## src/rtl/ccr_pkg.sv

```systemverilog
package ccr_pkg;
  localparam int CCR_W = 8;
  localparam int POS_I  = 7;
  localparam int POS_UI = 6;
  localparam int POS_H  = 5;
  localparam int POS_U  = 4;
  localparam int POS_N  = 3;
  localparam int POS_Z  = 2;
  localparam int POS_V  = 1;
  localparam int POS_C  = 0;

  typedef enum logic [4:0] {
    OP_NOP  = 5'd0,
    OP_ADD  = 5'd1,
    OP_ADDX = 5'd2,
    OP_SUB  = 5'd3,
    OP_SUBX = 5'd4,
    OP_CMP  = 5'd5,
    OP_NEG  = 5'd6,
    OP_SHL  = 5'd7,
    OP_SHR  = 5'd8,
    OP_BLD  = 5'd9,
    OP_BAND = 5'd10,
    OP_BOR  = 5'd11,
    OP_BXOR = 5'd12,
    OP_LDC  = 5'd13,
    OP_ANDC = 5'd14,
    OP_ORC  = 5'd15,
    OP_XORC = 5'd16
  } ccr_op_e;

  typedef struct packed {
    logic h;
    logic n;
    logic z;
    logic v;
    logic c;
  } arith_flags_t;
endpackage

```

## src/rtl/ccr_arith_flags.sv

```systemverilog
module ccr_arith_flags
  import ccr_pkg::*;
#(
  parameter int DATA_W = 16,
  parameter int BYTE_W = 8,
  parameter int NIB_W  = 4
) (
  input  logic              op_word_i,
  input  logic              is_sub_i,
  input  logic              is_neg_i,
  input  logic [DATA_W-1:0] opnd_a_i,
  input  logic [DATA_W-1:0] opnd_b_i,
  input  logic [DATA_W-1:0] result_i,
  output arith_flags_t      flags_o
);
  localparam int W_MSB = DATA_W - 1;
  localparam int B_MSB = BYTE_W - 1;
  localparam int B_HC  = NIB_W - 1;
  localparam int W_HC  = DATA_W - NIB_W - 1;

  // carry out of bit k of a+b(+cin), recovered from operand and result bits
  function automatic logic carry_at(input logic ak, input logic bk, input logic rk);
    return (ak & bk) | ((ak | bk) & ~rk);
  endfunction

  // borrow out of bit k of a-b(-bin)
  function automatic logic borrow_at(input logic ak, input logic bk, input logic rk);
    return (~ak & bk) | ((~ak | bk) & rk);
  endfunction

  function automatic logic ovf_of(input logic sub, input logic am, input logic bm,
                                  input logic rm);
    if (sub) return (am ^ bm) & (rm ^ am);
    else     return ~(am ^ bm) & (rm ^ am);
  endfunction

  logic [DATA_W-1:0] src_a, src_b;
  logic a_hc, b_hc, r_hc, a_m, b_m, r_m;
  logic hc_w, cy_w, ov_w, zero_w;

  assign src_a = is_neg_i ? '0 : opnd_a_i;
  assign src_b = is_neg_i ? opnd_a_i : opnd_b_i;

  assign a_hc = op_word_i ? src_a[W_HC]      : src_a[B_HC];
  assign b_hc = op_word_i ? src_b[W_HC]      : src_b[B_HC];
  assign r_hc = op_word_i ? result_i[W_HC]   : result_i[B_HC];
  assign a_m  = op_word_i ? src_a[W_MSB]     : src_a[B_MSB];
  assign b_m  = op_word_i ? src_b[W_MSB]     : src_b[B_MSB];
  assign r_m  = op_word_i ? result_i[W_MSB]  : result_i[B_MSB];

  assign hc_w   = is_sub_i ? borrow_at(a_hc, b_hc, r_hc) : carry_at(a_hc, b_hc, r_hc);
  assign cy_w   = is_sub_i ? borrow_at(a_m, b_m, r_m)    : carry_at(a_m, b_m, r_m);
  assign ov_w   = ovf_of(is_sub_i, a_m, b_m, r_m);
  assign zero_w = op_word_i ? (result_i == '0) : (result_i[B_MSB:0] == '0);

  assign flags_o.h = hc_w;
  assign flags_o.n = r_m;
  assign flags_o.z = zero_w;
  assign flags_o.v = ov_w;
  assign flags_o.c = cy_w;
endmodule

```

## src/rtl/ccr_carry_path.sv

```systemverilog
module ccr_carry_path
  import ccr_pkg::*;
#(
  parameter int DATA_W = 16,
  parameter int BYTE_W = 8
) (
  input  ccr_op_e                     op_i,
  input  logic                        op_word_i,
  input  logic [DATA_W-1:0]           opnd_a_i,
  input  logic [$clog2(DATA_W)-1:0]   bit_sel_i,
  input  logic                        c_q_i,
  output logic                        c_next_o
);
  localparam int W_MSB = DATA_W - 1;
  localparam int B_MSB = BYTE_W - 1;

  logic msb_out, lsb_out, sel_bit;

  assign msb_out = op_word_i ? opnd_a_i[W_MSB] : opnd_a_i[B_MSB];
  assign lsb_out = opnd_a_i[0];
  assign sel_bit = opnd_a_i[bit_sel_i];

  always_comb begin
    unique case (op_i)
      OP_SHL:  c_next_o = msb_out;
      OP_SHR:  c_next_o = lsb_out;
      OP_BLD:  c_next_o = sel_bit;
      OP_BAND: c_next_o = c_q_i & sel_bit;
      OP_BOR:  c_next_o = c_q_i | sel_bit;
      OP_BXOR: c_next_o = c_q_i ^ sel_bit;
      default: c_next_o = c_q_i;
    endcase
  end
endmodule

```

## src/rtl/ccr_mask_ops.sv

```systemverilog
module ccr_mask_ops
  import ccr_pkg::*;
(
  input  ccr_op_e          op_i,
  input  logic [CCR_W-1:0] ccr_q_i,
  input  logic [CCR_W-1:0] imm_i,
  output logic [CCR_W-1:0] ccr_new_o
);
  always_comb begin
    unique case (op_i)
      OP_LDC:  ccr_new_o = imm_i;
      OP_ANDC: ccr_new_o = ccr_q_i & imm_i;
      OP_ORC:  ccr_new_o = ccr_q_i | imm_i;
      OP_XORC: ccr_new_o = ccr_q_i ^ imm_i;
      default: ccr_new_o = ccr_q_i;
    endcase
  end
endmodule

```

## src/rtl/ccr_unit.sv

```systemverilog
module ccr_unit
  import ccr_pkg::*;
#(
  parameter int DATA_W = 16,
  parameter int BYTE_W = 8,
  parameter int NIB_W  = 4
) (
  input  logic                      clk,
  input  logic                      rst_n,
  input  logic                      op_valid_i,
  input  logic [4:0]                op_code_i,
  input  logic                      op_word_i,
  input  logic [DATA_W-1:0]         opnd_a_i,
  input  logic [DATA_W-1:0]         opnd_b_i,
  input  logic [DATA_W-1:0]         result_i,
  input  logic [CCR_W-1:0]          imm_i,
  input  logic [$clog2(DATA_W)-1:0] bit_sel_i,
  output logic [CCR_W-1:0]          ccr_o,
  output logic                      flag_i_o,
  output logic                      flag_n_o,
  output logic                      flag_z_o,
  output logic                      flag_v_o,
  output logic                      flag_c_o
);
  localparam int B_MSB = BYTE_W - 1;

  ccr_op_e          op;
  logic             arith_w, shift_w, bit_w, mask_w, upd_w;
  logic             is_sub_w, is_neg_w;
  arith_flags_t     af;
  logic             c_next;
  logic [CCR_W-1:0] mask_val, nxt, ccr_q;
  logic             i_q;
  logic [CCR_W-2:0] lo_q;

  assign op = ccr_op_e'(op_code_i);

  // operation classes, brought out for the assertions
  always_comb begin
    arith_w = 1'b0; shift_w = 1'b0; bit_w = 1'b0; mask_w = 1'b0;
    is_sub_w = 1'b0; is_neg_w = 1'b0;
    unique case (op)
      OP_ADD, OP_ADDX:           arith_w = 1'b1;
      OP_SUB, OP_SUBX, OP_CMP: begin arith_w = 1'b1; is_sub_w = 1'b1; end
      OP_NEG:            begin arith_w = 1'b1; is_sub_w = 1'b1; is_neg_w = 1'b1; end
      OP_SHL, OP_SHR:            shift_w = 1'b1;
      OP_BLD, OP_BAND, OP_BOR, OP_BXOR: bit_w = 1'b1;
      OP_LDC, OP_ANDC, OP_ORC, OP_XORC: mask_w = 1'b1;
      default: ;
    endcase
  end

  assign upd_w = op_valid_i & rst_n & (arith_w | shift_w | bit_w | mask_w);

  ccr_arith_flags #(.DATA_W(DATA_W), .BYTE_W(BYTE_W), .NIB_W(NIB_W)) u_arith (
    .op_word_i (op_word_i),
    .is_sub_i  (is_sub_w),
    .is_neg_i  (is_neg_w),
    .opnd_a_i  (opnd_a_i),
    .opnd_b_i  (opnd_b_i),
    .result_i  (result_i),
    .flags_o   (af)
  );

  ccr_carry_path #(.DATA_W(DATA_W), .BYTE_W(BYTE_W)) u_cpath (
    .op_i      (op),
    .op_word_i (op_word_i),
    .opnd_a_i  (opnd_a_i),
    .bit_sel_i (bit_sel_i),
    .c_q_i     (ccr_q[POS_C]),
    .c_next_o  (c_next)
  );

  ccr_mask_ops u_mask (
    .op_i      (op),
    .ccr_q_i   (ccr_q),
    .imm_i     (imm_i),
    .ccr_new_o (mask_val)
  );

  always_comb begin
    nxt = ccr_q;
    if (arith_w) begin
      nxt[POS_H] = af.h;
      nxt[POS_N] = af.n;
      nxt[POS_Z] = af.z;
      nxt[POS_V] = af.v;
      nxt[POS_C] = af.c;
    end else if (shift_w) begin
      nxt[POS_N] = af.n;
      nxt[POS_Z] = af.z;
      nxt[POS_V] = 1'b0;
      nxt[POS_C] = c_next;
    end else if (bit_w) begin
      nxt[POS_C] = c_next;
    end else if (mask_w) begin
      nxt = mask_val;
    end
  end

  // only the interrupt mask has a reset value
  always_ff @(posedge clk or negedge rst_n) begin
    if (!rst_n)     i_q <= 1'b1;
    else if (upd_w) i_q <= nxt[POS_I];
  end

  always_ff @(posedge clk) begin
    if (upd_w) lo_q <= nxt[CCR_W-2:0];
  end

  assign ccr_q    = {i_q, lo_q};
  assign ccr_o    = ccr_q;
  assign flag_i_o = ccr_q[POS_I];
  assign flag_n_o = ccr_q[POS_N];
  assign flag_z_o = ccr_q[POS_Z];
  assign flag_v_o = ccr_q[POS_V];
  assign flag_c_o = ccr_q[POS_C];

  // reset forces the interrupt mask
  a_r1_reset_sets_i: assert property (@(posedge clk) !rst_n |=> flag_i_o);

  // storage bits move only under whole-register operations
  a_r10_user_bits_hold: assert property (@(posedge clk) disable iff (!rst_n)
    !(op_valid_i && mask_w) |=> (ccr_o[POS_UI] == $past(ccr_o[POS_UI]) &&
                                  ccr_o[POS_U]  == $past(ccr_o[POS_U])));

  // bit operations touch only the carry
  a_r8_bitop_only_c: assert property (@(posedge clk) disable iff (!rst_n)
    (op_valid_i && bit_w) |=> (ccr_o[CCR_W-1:1] == $past(ccr_o[CCR_W-1:1])));

  // shifts clear overflow
  a_r7_shift_clears_v: assert property (@(posedge clk) disable iff (!rst_n)
    (op_valid_i && shift_w) |=> !flag_v_o);

  // zero flag after arithmetic tracks the presented result
  a_r4_zero_tracks_result: assert property (@(posedge clk) disable iff (!rst_n)
    (op_valid_i && arith_w) |=>
      (flag_z_o == $past(op_word_i ? (result_i == '0) : (result_i[B_MSB:0] == '0))));

  // load writes the immediate verbatim
  a_r9_load_whole: assert property (@(posedge clk) disable iff (!rst_n)
    (op_valid_i && op == OP_LDC) |=> (ccr_o == $past(imm_i)));
endmodule

```

## config.mk

```make
export PLATFORM = sky130hd
export DESIGN_NAME = ccr_unit
export DESIGN_NICKNAME = d
export VERILOG_FILES = /design/src/rtl/ccr_pkg.sv /design/src/rtl/ccr_arith_flags.sv /design/src/rtl/ccr_carry_path.sv /design/src/rtl/ccr_mask_ops.sv /design/src/rtl/ccr_unit.sv
export SDC_FILE = /design/constraint.sdc
export NUM_CORES = 1
export LEC_CHECK = 0
export BUFFER_PORTS_ARGS = -buffer_cell sky130_fd_sc_hd__buf_2
export CORE_MARGIN = 5
export CORE_UTILIZATION = 42
export DETAILED_ROUTE_END_ITERATION = 10
export GPL_ROUTABILITY_DRIVEN = 0
export PLACE_DENSITY = 0.82
export SYNTH_ARGS = -nofsm -noshare
export SYNTH_HDL_FRONTEND = slang
export SYNTH_SLANG_ARGS = --single-unit
```

## constraint.sdc

```tcl
create_clock -name clk -period 1.5 [get_ports clk]
set_input_delay 0.3 -clock clk [delete_from_list [all_inputs] [get_ports clk]]
set_output_delay 0.3 -clock clk [all_outputs]
set_load 0.02 [all_outputs]
```

==> results of run 1 <==
path summary, 6_finish.rpt:
check / to / slack, ns
hold / removal: flag_i_o$_DFFE_PN1P_ / 0.04
max in group asynchronous: flag_i_o$_DFFE_PN1P_ / 1.44
min in group clk: flag_i_o$_DFFE_PN1P_ / 0.31
setup / recovery: lo_q[0]$_DFFE_PP_ / -1.01
setup reg to reg: lo_q[0]$_DFFE_PP_ / -0.38
hold reg to reg: flag_i_o$_DFFE_PN1P_ / 0.52
per-stage QoR:
stage	setup WS [ns]	util	setup TNS (ns)	area (um^2)
3_3_place_gp	-1.15	0.587	-5.47	2150
3_5_place_dp	-1.24	0.587	-5.69	2150
4_1_cts	-0.879	0.689	-1.17	2520
2_1_floorplan	-0.924	-	-1.74	1610
5_1_grt	-1.09	0.719	-1.72	2630
6_report	-1.01	0.719	-1.40	2630
kinds of logic after synthesis:
group / synth area share
AND/OR/NAND/NOR: 0.211
adder cells (fa/ha/maj): 0.173
buffers and inverters: 0.107
AO/OA/AOI/OAI: 0.199
multiplexers: 0.145
flip-flops: 0.148
XOR/XNOR: 0.0165
cell type report:
cell class,count,share of cell area
timing repair buffer,120,0.336
sequential,8,0.0899
clock buffer,4,0.0171
tap,48,0.0228
inverter,21,0.0300
multi-input combinational,140,0.504
routing by layer:
metal | global-route usage | wire [um] | vias up
met5 | 0 | 0 | -
li1 | - | - | 900
met3 | 0.0337 | 409 | 19
met1 | 0.235 | 2100 | 868
met4 | 0.0960 | 172 | 0
met2 | 0.345 | 2840 | 92
sequential cells by signal (all words and copies together) (netlist names):
register / count
flag_i_o: 1
lo_q: 7
power breakdown:
group	internal [uW]	switching (uW)	total, uW
Sequential	267	13.6	281
Combinational	356	320	675
Clock	187	112	299
Total	810	446	1260
critical path: stages:
cell      delay (ns)
buf_8           0.09
mux4_2          0.50
mux4_2          0.53
ha_2            0.20
nor2_1          0.11
o21ai_1         0.10
a31oi_1         0.25
o311ai_1        0.15
o221a_2         0.27
placed cells by master (no fill, tap or decap), types with 6 or more instances in the layout:
master and count:
nand2_1 9, buf_4 41, mux2i_1 7, buf_2 64, nor2_1 19, edfxtp_1 7, a21oi_1 7, mux4_2 6
inv_1 19, ha_1 19
what timing repair did:
action,CTS,global route
pin swaps,10,12
hold buffers,0,0
resized for setup,33,16
buffers inserted,15,2
gates cloned,2,0
setup endpoints to repair,11,11
==> impl_metrics.json, run 1 <==
{
  "via_per_inst": 5.51,
  "die_width_um": 71.6,
  "routed-via-count": 1879,
  "synth_flop_cell": "edfxtp_1",
  "die_h_um": 71.6,
  "status": "complete, but fails checks",
  "cts_tree": "yes",
  "synthTopCellsByArea": "ha_1 17%, edfxtp_1 13%, mux4_1 6.6%",
  "powerDensity_nw_per_um2": 477,
  "timing.final.crit_period_ns": 2.51,
  "ir_drop_mv": 0.240,
  "grt.overflow.total": 0,
  "placedCellCount": 318,
  "finalPower_uw": 1260,
  "required_ns": 1.49,
  "avgRoutedWirePerCell_um": 16.2,
  "cp-end-kind": "flop",
  "ys_seq_area_frac": 0.148,
  "fin_crit_sh": 1.67,
  "cts_root_buffer": "clkbuf_8",
  "synth_area_um2": 1590,
  "seq_area_um2": 236,
  "rows": 22,
  "hp-class": "input pin to async pin",
  "grt_start_max_net_pins": 11,
  "fill_cells": 274,
  "syn_nets": 276,
  "clk_latency_ns": 0.24,
  "worstMarginPinSlew_ns": 0.454,
  "hold_viol": 0,
  "avgSynthCellArea_um2": 8.61,
  "timing.final.ws_setup_ns": -1.01,
  "crit_path_start": "bit_sel_i[0]",
  "postRouteAntennaNets": 0,
  "synth.ff_latch_count": 8,
  "area_delta_synth_final_pct": 65.2,
  "clock_path_buffers": 2,
  "cts.sinks": 8,
  "drv_cap": 0,
  "r2r_cells": 7,
  "grt_usage": 0.198,
  "start_util": 0.435,
  "nNetsFinal": 385,
  "synth_top_area_share": 0.173,
  "leakagePower_uw": 0.00127,
  "grt_first_pass_wirelength_mm": 8.25,
  "drc_errors": 0,
  "critical_path_arrival_ns": 2.50,
  "cts_made_buffers": 3,
  "slew_headroom": 0.694,
  "io_pins": 82,
  "layoutNonFillerInstCount": 341,
  "r2r_start": "lo_q[0]$_DFFE_PP_",
  "postSynth.asyncResetShare": 0.125,
  "worstSetupPathType": "input pin to flop",
  "die-area_um2": 5120,
  "antenna_found_initial": 0,
  "core_area_um2": 3660,
  "synth_edf_count": 7,
  "whs_ns": 0.0400,
  "rsz0062_at_grt": "true",
  "cts.clk_slew.worst_paths_ns": 0.05,
  "drive_gt1_frac": 0.549,
  "drt-pass1-iter-count": 4,
  "violations": "setup timing",
  "synth_cells": 185,
  "drt_iter0_markers": 80,
  "port_buffers": 69,
  "skew_ns": 0,
  "yosysTopAreaCell": "ha_1",
  "ys_types": 54,
  "fmax_ghz": 0.399,
  "yosys.cell_count.top_type": "ha_1",
  "slew_viol_final": 0,
  "setup_viol": 5,
  "drt-total-wl_mm": 5.52,
  "setup.worst_path.start_class": "input pin",
  "crit_fanout": 4,
  "grt_pass1_vias": 1853,
  "htreeDepth": 1,
  "n_antenna_cell": 0,
  "synthTopCellsByCount": "22 x ha_1, 20 x inv_1, 19 x nor2_1, 10 x buf_2, 9 x nand2_1",
  "place_hpwl_mm": 3.63,
  "yosysWarnings": 0,
  "multi_input_area_um2": 1330
}
Power figures use the tool's default switching activity.
==> run 2: changes to the inputs <==
--- a/config.mk
+++ b/config.mk
@@ -7,10 +7,11 @@
 export LEC_CHECK = 0
 export BUFFER_PORTS_ARGS = -buffer_cell sky130_fd_sc_hd__buf_2
 export CORE_MARGIN = 5
-export CORE_UTILIZATION = 42
+export CORE_UTILIZATION = 45
 export DETAILED_ROUTE_END_ITERATION = 10
 export GPL_ROUTABILITY_DRIVEN = 0
 export PLACE_DENSITY = 0.82
 export SYNTH_ARGS = -nofsm -noshare
 export SYNTH_HDL_FRONTEND = slang
+export SYNTH_HIERARCHICAL = 1
 export SYNTH_SLANG_ARGS = --single-unit
==> impl_metrics.json, run 2 <==
{
  "crit_fanout": 3,
  "final_area_um2": 3540,
  "cts_root_buffer": "clkbuf_8",
  "cts_tree": "yes",
  "port_buffers": 69,
  "postSynth.asyncResetShare": 0.125,
  "cp-end-kind": "flop",
  "setup.worst_path.start_class": "input pin",
  "hold_viol": 0,
  "drv_cap": 0,
  "violations": "setup timing",
  "clock_path_buffers": 2,
  "nNetsFinal": 463,
  "fmax_ghz": 0.397,
  "drt-pass1-iter-count": 4,
  "syn_nets": 326,
  "synthTopCellsByArea": "ha_1 13%, edfxtp_1 10%, a2bb2oi_2 5.8%",
  "layoutNonFillerInstCount": 424,
  "avgSynthCellArea_um2": 8.77,
  "grt_pass1_vias": 2783,
  "yosysTopAreaCell": "ha_1",
  "fill_cells": 261,
  "rows": 24,
  "drt-total-wl_mm": 7.91,
  "htreeDepth": 1,
  "critPathMostFrequentCell": "nand3b_1",
  "cts_made_buffers": 3,
  "start_util": 0.469,
  "placedCellCount": 398,
  "setup_viol": 12,
  "ys_seq_area_frac": 0.114,
  "crit_chain": "buf_8 > mux4_2 > mux2_4 > o21ai_2 > ha_1 > nor4bb_1 > o21ai_1 > a211oi_1 > nand3b_1 > nand3b_1 > o22ai_1 > a221o_1",
  "clk_latency_ns": 0.24,
  "worstSetupPathType": "input pin to flop",
  "synth_area_um2": 2070,
  "grt_first_pass_wirelength_mm": 12.5,
  "place_hpwl_mm": 4.92,
  "postRouteAntennaNets": 0,
  "grt_usage": 0.251,
  "regMostFlops": "lo_q",
  "n_antenna_cell": 0,
  "skew_ns": 0,
  "slew_headroom": 0.713,
  "mostFrequentLayoutCells": "62 x buf_2, 62 x buf_4, 23 x inv_1, 17 x ha_1, 16 x buf_6",
  "cts.sinks": 8,
  "ys_types": 66,
  "grt_start_max_net_pins": 12,
  "timing.final.crit_period_ns": 2.52,
  "critical_path_arrival_ns": 2.50,
  "die_width_um": 77.8,
  "worstMarginPinSlew_ns": 0.425,
  "yosysWarnings": 6,
  "synthTopCellsByCount": "25 x inv_1, 21 x ha_1, 15 x a21oi_1, 12 x buf_4, 10 x nand2_1",
  "antenna_found_initial": 0,
  "slew_viol_final": 0,
  "dpl_cell_area_um2": 2880,
  "core_area_um2": 4410,
  "synth_top_area_share": 0.127,
  "yosys.cell_count.top_type": "inv_1",
  "largest_register_ffs": 7,
  "die_h_um": 77.8,
  "drive_gt1_frac": 0.608,
  "drc_errors": 0,
  "timing.final.ws_setup_ns": -1.02,
  "synth_edf_count": 7,
  "status": "complete, but fails checks",
  "fin_crit_sh": 1.68,
  "synth_cells": 236,
  "required_ns": 1.48,
  "area_delta_synth_final_pct": 70.9,
  "cpPeakStageDelay_ns": 0.48,
  "drt_iter0_markers": 105,
  "grt.overflow.total": 0,
  "io_pins": 82,
  "finalPower_uw": 1530,
  "powerDensity_nw_per_um2": 433,
  "die-area_um2": 6060,
  "cts.clk_slew.worst_paths_ns": 0.04,
  "synth.ff_latch_count": 8,
  "rsz0062_at_grt": "true",
  "ctsHoldBuffers": 0,
  "pre_cts_slack_ns": -1.28,
  "ir_drop_mv": 0.266,
  "cp_slowest_cell": "mux4_2",
  "avgRoutedWirePerCell_um": 18.7,
  "synth_flop_cell": "edfxtp_1",
  "leakagePower_uw": 0.00164,
  "routed-via-count": 2571,
  "hp-class": "input pin to async pin",
  "via_per_inst": 6.06
}
-- run 2: cell count changes in the layout (fill, tap and decap cells not counted), moves of 4 or more --
cell,before,now
buf_4,41,62
inv_1,19,23
a2bb2oi_2,0,8
a21oi_1,7,12
a221oi_2,4,0
nand3b_1,1,5
nor2_1,19,7
buf_6,5,16
-- run 2: cells by family (layout without fill, tap and decap cells) --
kind of cell    after synthesis  after routing  synth area share
simple gates                 66             66             0.225
buf+inv                      46            182             0.115
xor+xnor                      3              3            0.0127
fa+ha+maj                    21             21             0.127
mux                          17             17             0.118
compound gates               75             75             0.288
flops                         8              8             0.114
-- run 2: final timing paths --
check,start,to,slack [ns],cells after the start
worst max-delay path,bit_sel_i[2],lo_q[0]$_DFFE_PP_,-1.02,12
worst min-delay path,rst_n,flag_i_o$_DFFE_PN1P_,0.05,1
worst max register to register,lo_q[0]$_DFFE_PP_,lo_q[0]$_DFFE_PP_,-0.48,9
worst min register to register,lo_q[4]$_DFFE_PP_,lo_q[4]$_DFFE_PP_,0.68,1
max in group asynchronous,rst_n,flag_i_o$_DFFE_PN1P_,1.43,1
min in group clk,rst_n,lo_q[5]$_DFFE_PP_,0.51,3
-- run 2: per-layer routing --
| layer | track usage | wire, um | up-vias |
|---|---|---|---|
| met5 | 0 | 0 | - |
| met2 | 0.477 | 4200 | 133 |
| met3 | 0.0313 | 495 | 40 |
| met1 | 0.266 | 2820 | 1223 |
| met4 | 0.129 | 395 | 0 |
| li1 | - | - | 1175 |
-- run 2: repair_timing --
item / in CTS / in global routing
pin swaps: 28 / 24
cloned: 4 / 0
endpoints found under the setup margin: 14 / 15
buffers inserted: 15 / 5
gates resized for setup: 57 / 24
-- run 2: layout make-up --
class	instances	area, um^2	share of cell area
clock buffers	4	45.0	0.0127
inverters	25	93.8	0.0265
multi-input cells	182	1870	0.528
flip-flops and latches	8	236	0.0668
well taps	52	65.1	0.0184
repair buffers	153	1230	0.348
-- run 2: power breakdown --
part / switching [uW] / internal (uW) / total (uW)
Sequential: 12.3 / 265 / 277
Combinational: 450 / 520 / 970
Clock: 101 / 186 / 286
Total: 563 / 971 / 1530
-- run 2: worst max-delay path, delay by kind of cell --
| kind | cells | cell delay [ns] |
|---|---|---|
| buffers and inverters | 1 | 0.08 |
| AO/OA/AOI/OAI | 5 | 0.70 |
| adder cells (fa/ha/maj) | 1 | 0.24 |
| multiplexers | 2 | 0.78 |
| AND/OR/NAND/NOR | 3 | 0.42 |
-- run 2: through the flow --
stage	util	TNS [ns]	hold slack, ns
floorplan	-	-2.40	0.152
global placement	0.653	-6.12	0.296
detailed placement	0.653	-6.51	0.296
CTS	0.768	-2.42	0.0548
global route	0.802	-3.21	0.0550
finish	0.802	-2.71	0.0510
